<file path="src/rtl/thGatePkg.sv">
package thGatePkg;

  typedef struct packed {
    logic setHit;    // at least M rails high
    logic holdAny;   // any rail high
    logic resetHit;  // every rail low
  } thStrobes_t;

  // First output index of the gate family with n inputs
  function automatic int gateBase(input int n);
    return ((n - 1) * n) / 2 - 1;
  endfunction

  // Total gates for input counts 2..maxN
  function automatic int gateCount(input int maxN);
    return gateBase(maxN + 1);
  endfunction

endpackage

</file>
<file path="src/rtl/thGateCtrl.sv">
module thGateCtrl
  import thGatePkg::*;
#(
  parameter int M = 2,
  parameter int N = 3
) (
  input  logic [N-1:0] inRails,
  output thStrobes_t   strobes
);
  localparam int CW = $clog2(N + 1);

  logic [CW-1:0] highCnt;

  always_comb begin
    highCnt = '0;
    for (int i = 0; i < N; i++) begin
      highCnt = highCnt + CW'(inRails[i]);
    end
  end

  always_comb begin
    strobes.setHit   = (highCnt >= CW'(M));
    strobes.holdAny  = |inRails;
    strobes.resetHit = ~(|inRails);
  end
endmodule

</file>
<file path="src/rtl/thGateHold.sv">
module thGateHold
  import thGatePkg::*;
(
  input  logic       clk,
  input  logic       rst,
  input  thStrobes_t strobes,
  output logic       q,
  output logic       qBar
);
  always_ff @(posedge clk or posedge rst) begin
    if (rst) begin
      q    <= 1'b0;
      qBar <= 1'b1;
    end else begin
      q    <= strobes.setHit | (q & strobes.holdAny);
      qBar <= strobes.resetHit | (qBar & ~strobes.setHit);
    end
  end
endmodule

</file>
<file path="src/rtl/thGate.sv">
module thGate
  import thGatePkg::*;
#(
  parameter int M = 2,
  parameter int N = 3
) (
  input  logic         clk,
  input  logic         rst,
  input  logic [N-1:0] inRails,
  output logic         q,
  output logic         qBar
);
  generate
    if (M < 1 || M > N || N > 4) begin : g_badParams
      $error("thGate: threshold/input count out of range");
    end
  endgenerate

  thStrobes_t strobes;

  thGateCtrl #(.M(M), .N(N)) ctrl_i (
    .inRails (inRails),
    .strobes (strobes)
  );

  thGateHold hold_i (
    .clk     (clk),
    .rst     (rst),
    .strobes (strobes),
    .q       (q),
    .qBar    (qBar)
  );
endmodule

</file>
<file path="src/rtl/thGateBank.sv">
module thGateBank
  import thGatePkg::*;
#(
  parameter int MAX_N    = 4,
  localparam int GATE_CNT = gateCount(MAX_N)
) (
  input  logic                clk,
  input  logic                rst,
  input  logic [MAX_N-1:0]    rails,
  output logic [GATE_CNT-1:0] gateOut,
  output logic [GATE_CNT-1:0] gateOutN
);
  generate
    if (MAX_N < 2 || MAX_N > 4) begin : g_badMax
      $error("thGateBank: MAX_N must be 2..4");
    end
    for (genvar n = 2; n <= MAX_N; n++) begin : g_n
      for (genvar m = 1; m <= n; m++) begin : g_m
        localparam int IDX = gateBase(n) + m - 1;
        thGate #(.M(m), .N(n)) gate_i (
          .clk     (clk),
          .rst     (rst),
          .inRails (rails[n-1:0]),
          .q       (gateOut[IDX]),
          .qBar    (gateOutN[IDX])
        );
      end
    end
  endgenerate
endmodule

</file>
<file path="config.mk">
export PLATFORM = sky130hd
export DESIGN_NAME = thGateBank
export DESIGN_NICKNAME = d
export VERILOG_FILES = /design/src/rtl/thGatePkg.sv /design/src/rtl/thGateCtrl.sv /design/src/rtl/thGateHold.sv /design/src/rtl/thGate.sv /design/src/rtl/thGateBank.sv
export SDC_FILE = /design/constraint.sdc
export NUM_CORES = 1
export LEC_CHECK = 0
export BUFFER_PORTS_ARGS = -buffer_cell sky130_fd_sc_hd__clkbuf_2
export CAP_MARGIN = 20
export CORE_MARGIN = 10
export CORE_UTILIZATION = 50
export CTS_CLUSTER_DIAMETER = 40
export CTS_CLUSTER_SIZE = 25
export DETAILED_ROUTE_END_ITERATION = 16
export PLACE_DENSITY = 0.76
export RECOVER_POWER = 100
export SLEW_MARGIN = 40
export SYNTH_ARGS = -nofsm -noshare
export SYNTH_HDL_FRONTEND = slang
export SYNTH_SLANG_ARGS = --single-unit
</file>
<file path="constraint.sdc">
create_clock -name clk -period 1.7 [get_ports clk]
set_clock_uncertainty 0.2 [all_clocks]
set_input_delay 0.085 -clock clk [delete_from_list [all_inputs] [get_ports clk]]
set_output_delay 0.085 -clock clk [all_outputs]
set_load 0.02 [all_outputs]
</file>
=== After elaboration in Yosys (flattened, before gate mapping) ===
Index checks and enable logic that the tools add are counted.

* Bits in registers: 18
* Word-level logic and storage cells: 83

* Add/subtract/negate cells: 5
* Order comparisons: 9
* Bitwise logic cells: 48
* Reduce and logical (&&, ||, !) cells: 3

{| class="wikitable"
|+ Operators by type and width
! operator !! number
|-
| $and A1 B1 Y1 || 18
|-
| $or A1 B1 Y1 || 18
|-
| $not A1 Y1 || 12
|-
| $ge A2 B2 Y1 const B || 3
|-
| $ge A3 B2 Y1 const B || 2
|-
| $add A1 B1 Y2 || 2
|-
| $ge A2 B1 Y1 const B || 2
|-
| $reduce_or A4 Y1 || 1
|-
| $add A2 B1 Y3 || 1
|-
| $add A3 B1 Y3 || 1
|-
| $ge A3 B1 Y1 const B || 1
|-
| $ge A3 B3 Y1 const B || 1
|-
| $reduce_or A3 Y1 || 1
|-
| $add A2 B1 Y2 || 1
|-
| $reduce_or A2 Y1 || 1
|}

=== Longest topological paths before layout ===
Gate-level depths: netlist of the first run.

* Depth in word-level cells: 7
* Gate-level depth with buffers: 8

=== By module ===
From an unflattened synthesis of the first run, not the netlist that was laid out.

* Cell total of the unflattened synthesis: 129
* Area, all modules: 1168.6 um2

{| class="wikitable"
|+ Modules (own cells, without submodules)
! module !! instances !! cells each !! area an instance (um2) !! sequential area each (um2)
|-
| thGateHold || 9 || 7 || 73.8 || 51.3
|-
| thGateCtrl (g_n[4].g_m[1].gate_i.ctrl_i) || 1 || 16 || 122.6 || 0.0
|-
| thGateCtrl (g_n[4].g_m[3].gate_i.ctrl_i) || 1 || 12 || 100.1 || 0.0
|-
| thGateCtrl (g_n[4].g_m[4].gate_i.ctrl_i) || 1 || 8 || 67.6 || 0.0
|-
| thGateCtrl (g_n[4].g_m[2].gate_i.ctrl_i) || 1 || 9 || 63.8 || 0.0
|-
| thGateCtrl (g_n[3].g_m[3].gate_i.ctrl_i) || 1 || 7 || 46.3 || 0.0
|-
| thGateCtrl (g_n[3].g_m[1].gate_i.ctrl_i) || 1 || 4 || 37.5 || 0.0
|-
| thGateCtrl (g_n[2].g_m[1].gate_i.ctrl_i ...) || 2 || 3 || 17.5 || 0.0
|-
| thGateCtrl (g_n[3].g_m[2].gate_i.ctrl_i) || 1 || 4 || 31.3 || 0.0
|}

=== Worst setup path after synthesis of the first run ===
No wires, ideal clock.

* Path type: input-to-reg
* Start: input rails[0]
* End: register g_n[4].g_m[3].gate_i.hold_i.q
* Setup time: 124 ps
* Data arrival time: 1513 ps
* Slack: -137 ps
* Cell stages on the path: 7
* Path buffers: 0
* Path through: inv_1 ha_1 inv_1 fa_1 ha_1 nor3b_1 a211o_1

* Word-level cells in the longest chain between the ends: 5
* Elaborated cells between the ends (all ways): 7
* Those cells by class: add/sub: 3; order compare: 1; bitwise: 2; reduce/logical: 1

{| class="wikitable"
|+ Ends and longest elaborated chain
! what !! line !! RTL
|-
| start, declared || thGateBank.sv:9 || <nowiki>input logic [MAX_N-1:0] rails,</nowiki>
|-
| $add A1 B1 Y2 || thGateCtrl.sv:17 || <nowiki>highCnt = highCnt + CW'(inRails[i]);</nowiki>
|-
| $add A2 B1 Y3 || thGateCtrl.sv:17 ||
|-
| $add A3 B1 Y3 || thGateCtrl.sv:17 ||
|-
| $ge A3 B2 Y1 || thGateCtrl.sv:22 || <nowiki>strobes.setHit = (highCnt >= CW'(M));</nowiki>
|-
| $or A1 B1 Y1 (*) || thGateHold.sv:15 || <nowiki>q <= strobes.setHit | (q & strobes.holdAny);</nowiki>
|-
| end signal, assigned || thGateHold.sv:15 ||
|-
| end, declared || thGateHold.sv:7 || <nowiki>output logic q,</nowiki>
|}

Mark *: on every way between the ends. The rest lies on a longest branch, timed or not.

=== Final worst setup path of the first run ===
Same ends and word-level chain as after synthesis.

==> results of run 1 <==
-- registers in the layout (all words and copies together), names as in the netlist --
register                    flops
g_n.g_m.gate_i.hold_i.qBar      9
g_n.g_m.gate_i.hold_i.q         9
-- cell type report --
type / count / share of cell area [%]
repair buffers: 32 / 15.4
multi-input cells: 35 / 30.4
well taps: 25 / 3.00
inverters: 11 / 4.44
clock buffers: 4 / 2.52
flip-flops and latches: 18 / 44.3
-- report_power, final --
group	internal (W)	switching, W
combinational	0.0000871	0.000145
sequential	0.000486	0.0000202
clock	0.0000911	0.000127
-- worst max path at each step --
| stage | from | to | cells after the start |
|---|---|---|---|
| 3_5_place_dp | rails[1] | g_n[4].g_m[3].gate_i.hold_i.q | 8 |
| 6_report | rails[0] | g_n[4].g_m[3].gate_i.hold_i.q | 8 |
| 3_3_place_gp | rails[0] | g_n[4].g_m[3].gate_i.hold_i.q | 8 |
| 5_1_grt | rails[0] | g_n[4].g_m[3].gate_i.hold_i.qBar | 10 |
| 4_1_cts | rails[1] | g_n[4].g_m[3].gate_i.hold_i.q | 8 |
| 2_1_floorplan | rails[0] | g_n[4].g_m[3].gate_i.hold_i.q | 7 |
-- per-stage QoR --
stage                     power [W]  std cells  hold WS [ns]  TNS, ns
after global placement     0.000750        118       -0.0223   -0.359
final                      0.000956        125        0.0239        0
after floorplan            0.000729         83        -0.183        0
after CTS                  0.000982        125        0.0226        0
after global routing        0.00102        125        0.0518        0
after detailed placement   0.000758        118      -0.00281   -0.550
-- worst max-delay path, stage by stage --
cell and delay (ns):
clkbuf_2 0.11, inv_4 0.04, ha_4 0.26, inv_2 0.03, fa_2 0.38, ha_4 0.25, nor3b_2 0.15, a211o_1 0.22
-- metal layers --
metal / track usage [%] / up-vias
met5: 0 / -
met4: 3.28 / 0
met3: 3.36 / 5
met2: 13.3 / 17
met1: 9.30 / 265
li1: - / 283
-- synth_stat cells --
library cell | number | area (sq um)
buf_4 | 18 | 135
nand3_1 | 1 | 5.00
a211o_1 | 1 | 8.76
nor3b_1 | 1 | 7.51
fa_1 | 2 | 40.0
nand2_1 | 8 | 30.0
dfstp_2 | 9 | 236
dfrtp_1 | 9 | 225
a21o_2 | 1 | 8.76
buf_6 | 1 | 11.3
o21ai_0 | 4 | 20.0
o2bb2ai_1 | 1 | 8.76
a21o_1 | 3 | 22.5
or3b_1 | 1 | 8.76
inv_1 | 11 | 41.3
o31ai_1 | 1 | 7.51
nand2b_1 | 2 | 12.5
ha_1 | 6 | 75.1
a21bo_1 | 1 | 10.0
a21bo_2 | 1 | 10.0
o311ai_0 | 1 | 8.76
-- placed cells by master, fill, tap and decap left out, types with 4 or more instances in the layout --
cell	n
o21ai_0	4
clkbuf_1	21
inv_1	8
clkbuf_4	4
ha_1	4
clkbuf_2	5
dfrtp_1	9
nand2_1	8
dfstp_2	8
-- logic make-up after synthesis --
logic type	share of synthesized area, %
compound gates	11.3
fa+ha+maj	12.3
buf+inv	20.1
flops	49.5
simple gates	6.84
==> impl_metrics.yaml, run 1 <==
routing:
  drt-total-wl_um: 1610
  dr.pass1.iters: 4
  dr_wl_met2_um: 735
  drtIter0Drc: 9
  vias_per_cell: 4.56
  drc: 0
  met3_length_um: 112
  ant_nets: 0
  vias: 570
  wl_met1_um: 737
  top_layer: "met4"
  routedWlPerCell_um: 12.9
floorplan:
  start_util_pct: 53.5
  rows: 15
  die_w_um: 63.2
  die_y_um: 63.2
  core_area_sq_um: 1750
  ios: 24
  die-area_sq_um: 3990
yosys:
  yosysSeqAreaShare_pct: 49.5
  synthDistinctLibCells: 21
  syn_nets: 97
  synth-seq-cells: 18
  syn-instance-count: 83
  yosys_warnings: 0
  syn_area_sq_um: 933
  syn-mean-instance-area_sq_um: 11.2
worst_setup_path:
  path_max_fanout: 3
  r2r_slack_ns: 0.65
  crit_path_end_kind: "register"
  r2r_cells: 2
  r2r-end: "g_n[4].g_m[3].gate_i.hold_i.qBar"
  rr_startpoint: "g_n[4].g_m[3].gate_i.hold_i.qBar"
  worstSetupStartpointType: "input port"
  cp_data_arrival_time_ns: 1.54
  critical_path_required_ns: 1.67
  critPathKind: "in -> reg"
grt:
  grt_pass1_wl_um: 2740
  grt_overflow: 0
  grt_max_degree: 19
  grt_pass1_vias: 606
  grt.total_usage_pct: 8.19
  antenna_found_initial: 0
finish:
  fillCellCount: 161
  drive_gt1_share_pct: 29.0
  seq_area_sq_um: 462
  nets: 115
  area_growth_pct: 11.7
  design_area_sq_um: 1040
  final_core_util_pct: 59.7
  num_antenna_cells: 0
  multi_input_area_sq_um: 317
clock_tree:
  postCtsSetupBuffers: 0
  clk_pin_slew_ns: 0.09
  clockBufferDepth: 2
  cts_tree: "built"
  cts_buffers: 3
  clk-insertion-delay-late_ns: 0.29
  cts_max_level: 1
  clock_sinks: 18
  cts_resized: 0
  hold_buffers: 3
  root_buffer: "clkbuf_4"
placement:
  dp_slack_ns: -0.174
  port_buffers: 23
  gp_congestion: 0.764
  dpl_cell_area_sq_um: 1020
timing:
  rsz0062_at_grt: "no"
  worst_slew_pin_slew_ns: 0.655
  hold_violations: 0
  final.setup.worst_slack_ns: 0.130
  max_freq_mhz: 637
  setup_viol: 0
  fin_crit_ns: 1.57
  relSlewSlack_pct: 56.3
  post-route-period-util_pct: 92.3
  drv_slew: 0
worst_hold_path:
  holdPathEnd: "g_n[4].g_m[2].gate_i.hold_i.qBar"
  worstHoldStart: "rails[3]"
  min_path_cells: 3
  hp-class: "in -> reg"
pwr:
  power.leakage_nw: 0.466
  p_per_area_nw_per_um2: 918
  ir_worst_vdd_mv: 0.572
run_status:
  outcome: "finished clean"
flow_run:
  maxCapViolations: 0
(Power assumes the default switching activity.)
==> run 2: changes to the inputs <==
- clock period: 1.7 -> 1.6 ns (I/O delays scaled with it)
==> impl_metrics.yaml, run 2 (same netlist as run 1, synthesis figures left out) <==
finish:
  final-instance-count-excl-fill: 131
  drive_gt1_share_pct: 32.1
  area_growth_pct: 18.5
  mostFrequentLayoutCells: "clkbuf_1 (23), dfrtp_1 (9), dfstp_2 (9)"
  num_antenna_cells: 0
  top_regs: "g_n.g_m.gate_i.hold_i.q x9, g_n.g_m.gate_i.hold_i.qBar x9"
  final_common_cell: "clkbuf_1"
  nets: 121
  fillCellCount: 152
  design_area_sq_um: 1110
pwr:
  p_per_area_nw_per_um2: 969
  finalPower_w: 0.00107
  ir_worst_vdd_mv: 0.400
  power.leakage_nw: 0.496
worst_setup_path:
  worstSetupStartpointType: "input port"
  critical_path_required_ns: 1.58
  crit_path_end_kind: "register"
  path_max_fanout: 3
  cp_data_arrival_time_ns: 1.55
  critPathKind: "in -> reg"
placement:
  dp_slack_ns: -0.337
  dp_hpwl_um: 1330
  dpl_cell_area_sq_um: 1080
  place_inst: 124
  gp_congestion: 0.777
  port_buffers: 23
floorplan:
  start_util_pct: 53.5
  die-area_sq_um: 3990
  die_w_um: 63.2
  die_y_um: 63.2
  rows: 15
  core_area_sq_um: 1750
  ios: 24
clock_tree:
  postCtsSetupBuffers: 0
  cts_tree: "built"
  cts_buffers: 3
  cts_max_level: 1
  clockBufferDepth: 2
  clk_pin_slew_ns: 0.10
  clk-insertion-delay-late_ns: 0.28
  clock_sinks: 18
  root_buffer: "clkbuf_4"
timing:
  fin_crit_ns: 1.57
  hold_violations: 0
  drv_slew: 0
  rsz0062_at_grt: "no"
  relSlewSlack_pct: 56.8
  setup_viol: 0
  final.setup.worst_slack_ns: 0.0260
  post-route-period-util_pct: 98.4
  max_freq_mhz: 635
  fin_setup_tns_ns: 0
  worst_slew_pin_slew_ns: 0.647
routing:
  drtIter0Drc: 11
  dr.pass1.iters: 4
  drt-total-wl_um: 1640
  vias_per_cell: 4.41
  routedWlPerCell_um: 12.5
  ant_nets: 0
  drc: 0
  vias: 578
grt:
  grt_pass1_vias: 651
  grt_max_degree: 19
  grt.total_usage_pct: 8.92
  grt_pass1_wl_um: 2900
  antenna_found_initial: 0
  grt_overflow: 0
worst_hold_path:
  hp-class: "in -> reg"
flow_run:
  maxCapViolations: 0
run_status:
  outcome: "finished clean"
run 2: cell count changes in the layout (fill, tap and decap cells not counted):
cell / delta
dfstp_2: +1
inv_8: +1
dfstp_1: -1
clkbuf_8: +1
inv_12: +1
clkbuf_2: -2
buf_4: +3
inv_4: -2
clkbuf_4: +2
clkbuf_1: +2
run 2: per-layer routing:
| metal | share of wire, % | global-route usage [%] |
|---|---|---|
| met1 | 46 | 9.73 |
| met2 | 47 | 14.7 |
| met3 | 5.6 | 2.65 |
| met4 | 1.6 | 5.74 |
| met5 | 0 | 0 |
run 2: final timing paths:
path / depth (start not counted) / slack (ns) / to / start
setup / recovery: 8 / 0.03 / g_n[4].g_m[3].gate_i.hold_i.q / rails[1]
hold / removal: 4 / 0.06 / g_n[3].g_m[3].gate_i.hold_i.qBar / rails[2]
setup reg to reg: 2 / 0.56 / g_n[4].g_m[3].gate_i.hold_i.qBar / g_n[4].g_m[3].gate_i.hold_i.qBar
hold reg to reg: 2 / 0.27 / g_n[4].g_m[2].gate_i.hold_i.qBar / g_n[4].g_m[2].gate_i.hold_i.qBar
max in group asynchronous: 3 / 0.59 / g_n[3].g_m[1].gate_i.hold_i.q / rst
min in group asynchronous: 3 / 0.20 / g_n[4].g_m[3].gate_i.hold_i.q / rst
run 2: what timing repair did:
action / 4_1_cts / 5_1_grt
hold endpoints to repair: 11 / 0
gates resized for setup: 1 / 1
pin swaps: 0 / 1
cloned: 0 / 0
setup endpoints to repair: 1 / 2
hold buffers: 3 / 0
run 2: power by group:
| part | total, W | leakage, nW | internal, W | switching (W) |
|---|---|---|---|---|
| clock | 0.000273 | 0.0210 | 0.000138 | 0.000135 |
| sequential | 0.000539 | 0.182 | 0.000517 | 0.0000214 |
| combinational | 0.000259 | 0.293 | 0.000101 | 0.000159 |
run 2: critical path, stage by stage:
cell	delay, ns
clkbuf_2	0.15
inv_8	0.04
ha_4	0.25
inv_2	0.03
fa_2	0.37
ha_4	0.26
nor3b_2	0.16
a211o_1	0.22
run 2: cell type report:
cell class	count	area (sq um)	area share, %
sequential	18	462	41.7
multi-input combinational	35	317	28.6
timing repair buffer	38	199	18.0
inverter	11	61.3	5.54
clock buffer	4	36.3	3.28
tap	25	31.3	2.83
run 2: through the flow:
step / hold WS, ns / util, %
5_1_grt: 0.0995 / 63.4
3_5_place_dp: -0.0210 / 61.6
2_1_floorplan: -0.188 / -
6_report: 0.0629 / 63.4
4_1_cts: 0.0661 / 65.6
3_3_place_gp: -0.0342 / 61.6
==> run 3: changes to the inputs <==
- CORE_ASPECT_RATIO: unset -> 0.9
- MAX_ROUTING_LAYER: unset -> met4
- clock period: 1.6 -> 1.8 ns (I/O delays scaled with it)
==> impl_metrics.yaml, run 3 (same netlist as run 1, synthesis figures left out) <==
run_status:
  outcome: "complete, but fails checks"
  violations: "negative hold slack"
grt:
  antenna_found_initial: 0
  grt.total_usage_pct: 9.32
  grt_max_degree: 19
  grt_overflow: 0
  grt_pass1_wl_um: 2720
  grt_pass1_vias: 598
worst_setup_path:
  slowest_delay_ns: 0.36
  crit_top_cell: "inv_1"
  critPathSlowestCell: "fa_2"
  cp_data_arrival_time_ns: 1.58
  critPathKind: "in -> reg"
  critical_path_required_ns: 1.79
  crit_path_end_kind: "register"
  worstSetupStartpointType: "input port"
  path_cells: "clkbuf_1, inv_1, ha_1, inv_1, fa_2, ha_4, nor3b_1, a211o_1"
  path_max_fanout: 3
placement:
  port_buffers: 23
  dpl_cell_area_sq_um: 985
  gp_congestion: 0.726
  dp_slack_ns: -0.0827
timing:
  final.setup.worst_slack_ns: 0.209
  hold_violations: 1
  relSlewSlack_pct: 57.5
  worst_slew_pin_slew_ns: 0.636
  post-route-period-util_pct: 88.4
  setup_viol: 0
  drv_slew: 0
  hold_ws_ns: -0.00147
  max_freq_mhz: 628
  fin_crit_ns: 1.59
  rsz0062_at_grt: "no"
clock_tree:
  clk-insertion-delay-late_ns: 0.30
  clk_pin_slew_ns: 0.10
  clockBufferDepth: 2
  cts_max_level: 1
  cts_buffers: 3
  postCtsSetupBuffers: 0
  root_buffer: "clkbuf_4"
  cts_tree: "built"
  clock_sinks: 18
routing:
  routedWlPerCell_um: 13.2
  vias: 555
  drt-total-wl_um: 1630
  drc: 0
  ant_nets: 0
  vias_per_cell: 4.51
  dr.pass1.iters: 4
  drtIter0Drc: 8
floorplan:
  start_util_pct: 54.4
  die_y_um: 61.0
  die-area_sq_um: 4000
  rows: 14
  core_area_sq_um: 1720
  die_w_um: 65.5
  ios: 24
pwr:
  p_per_area_nw_per_um2: 924
  ir_worst_vdd_mv: 0.461
  finalPower_w: 0.000937
  power.leakage_nw: 0.459
worst_hold_path:
  hp-class: "in -> reg"
finish:
  drive_gt1_share_pct: 22.2
  final_common_cell: "clkbuf_1"
  top_regs: "g_n.g_m.gate_i.hold_i.q x9, g_n.g_m.gate_i.hold_i.qBar x9"
  area_growth_pct: 8.71
  design_area_sq_um: 1010
  mostFrequentLayoutCells: "clkbuf_1 (23), inv_1 (11), dfrtp_1 (9), dfstp_2 (9), nand2_1 (8)"
  final_core_util_pct: 59.1
  fillCellCount: 171
  nets: 114
  num_antenna_cells: 0
flow_run:
  maxCapViolations: 0
-- run 3: cell type report --
cell class / count / area [sq um] / share of cell area [%]
sequential: 18 / 462 / 45.5
multi-input combinational: 35 / 299 / 29.5
tap: 24 / 30.0 / 2.96
inverter: 11 / 41.3 / 4.07
clock buffer: 4 / 36.3 / 3.58
timing repair buffer: 31 / 146 / 14.4
-- run 3: repair_timing --
action	4_1_cts	5_1_grt
hold buffers	3	0
endpoints found under the setup margin	0	0
endpoints found under the hold margin	13	0
resized for setup	0	0
-- run 3: critical path: cells and delay by family --
| kind | cells | cell delay, ns |
|---|---|---|
| AOI/OAI and AO/OA | 1 | 0.26 |
| buffers and inverters | 3 | 0.20 |
| adders and majority gates | 3 | 0.88 |
| and+or+nand+nor | 1 | 0.14 |
-- run 3: per-stage QoR --
step	cells	setup TNS (ns)
5_1_grt	123	0
3_3_place_gp	116	-0.0667
6_report	123	0
3_5_place_dp	116	-0.139
2_1_floorplan	83	0
4_1_cts	123	0
-- run 3: metal layers --
layer  wire (um)  track usage (%)  share of wire [%]  up-vias
met5           0                -                  0        -
met4          40             6.40                2.5        0
met3         132             3.50                8.1        5
met2         756             14.6                 46       17
met1         699             9.65                 43      254
li1            -                -                  -      279
-- run 3: report_power, final --
part	switching, W	total (W)	internal [W]
sequential	0.0000204	0.000480	0.000460
combinational	0.000131	0.000206	0.0000752
clock	0.000128	0.000251	0.000123
-- run 3: worst paths after layout --
path                                                   from                                to  slack [ns]  cells after the start
max in group asynchronous                               rst     g_n[3].g_m[1].gate_i.hold_i.q        0.80                      3
min reg2reg                g_n[4].g_m[2].gate_i.hold_i.qBar  g_n[4].g_m[2].gate_i.hold_i.qBar        0.27                      2
min                                                rails[3]  g_n[4].g_m[2].gate_i.hold_i.qBar      -0.001                      3
max                                                rails[1]     g_n[4].g_m[3].gate_i.hold_i.q        0.21                      8
max reg2reg                g_n[4].g_m[4].gate_i.hold_i.qBar  g_n[4].g_m[4].gate_i.hold_i.qBar        0.76                      2
min in group asynchronous                               rst     g_n[2].g_m[1].gate_i.hold_i.q        0.19                      3
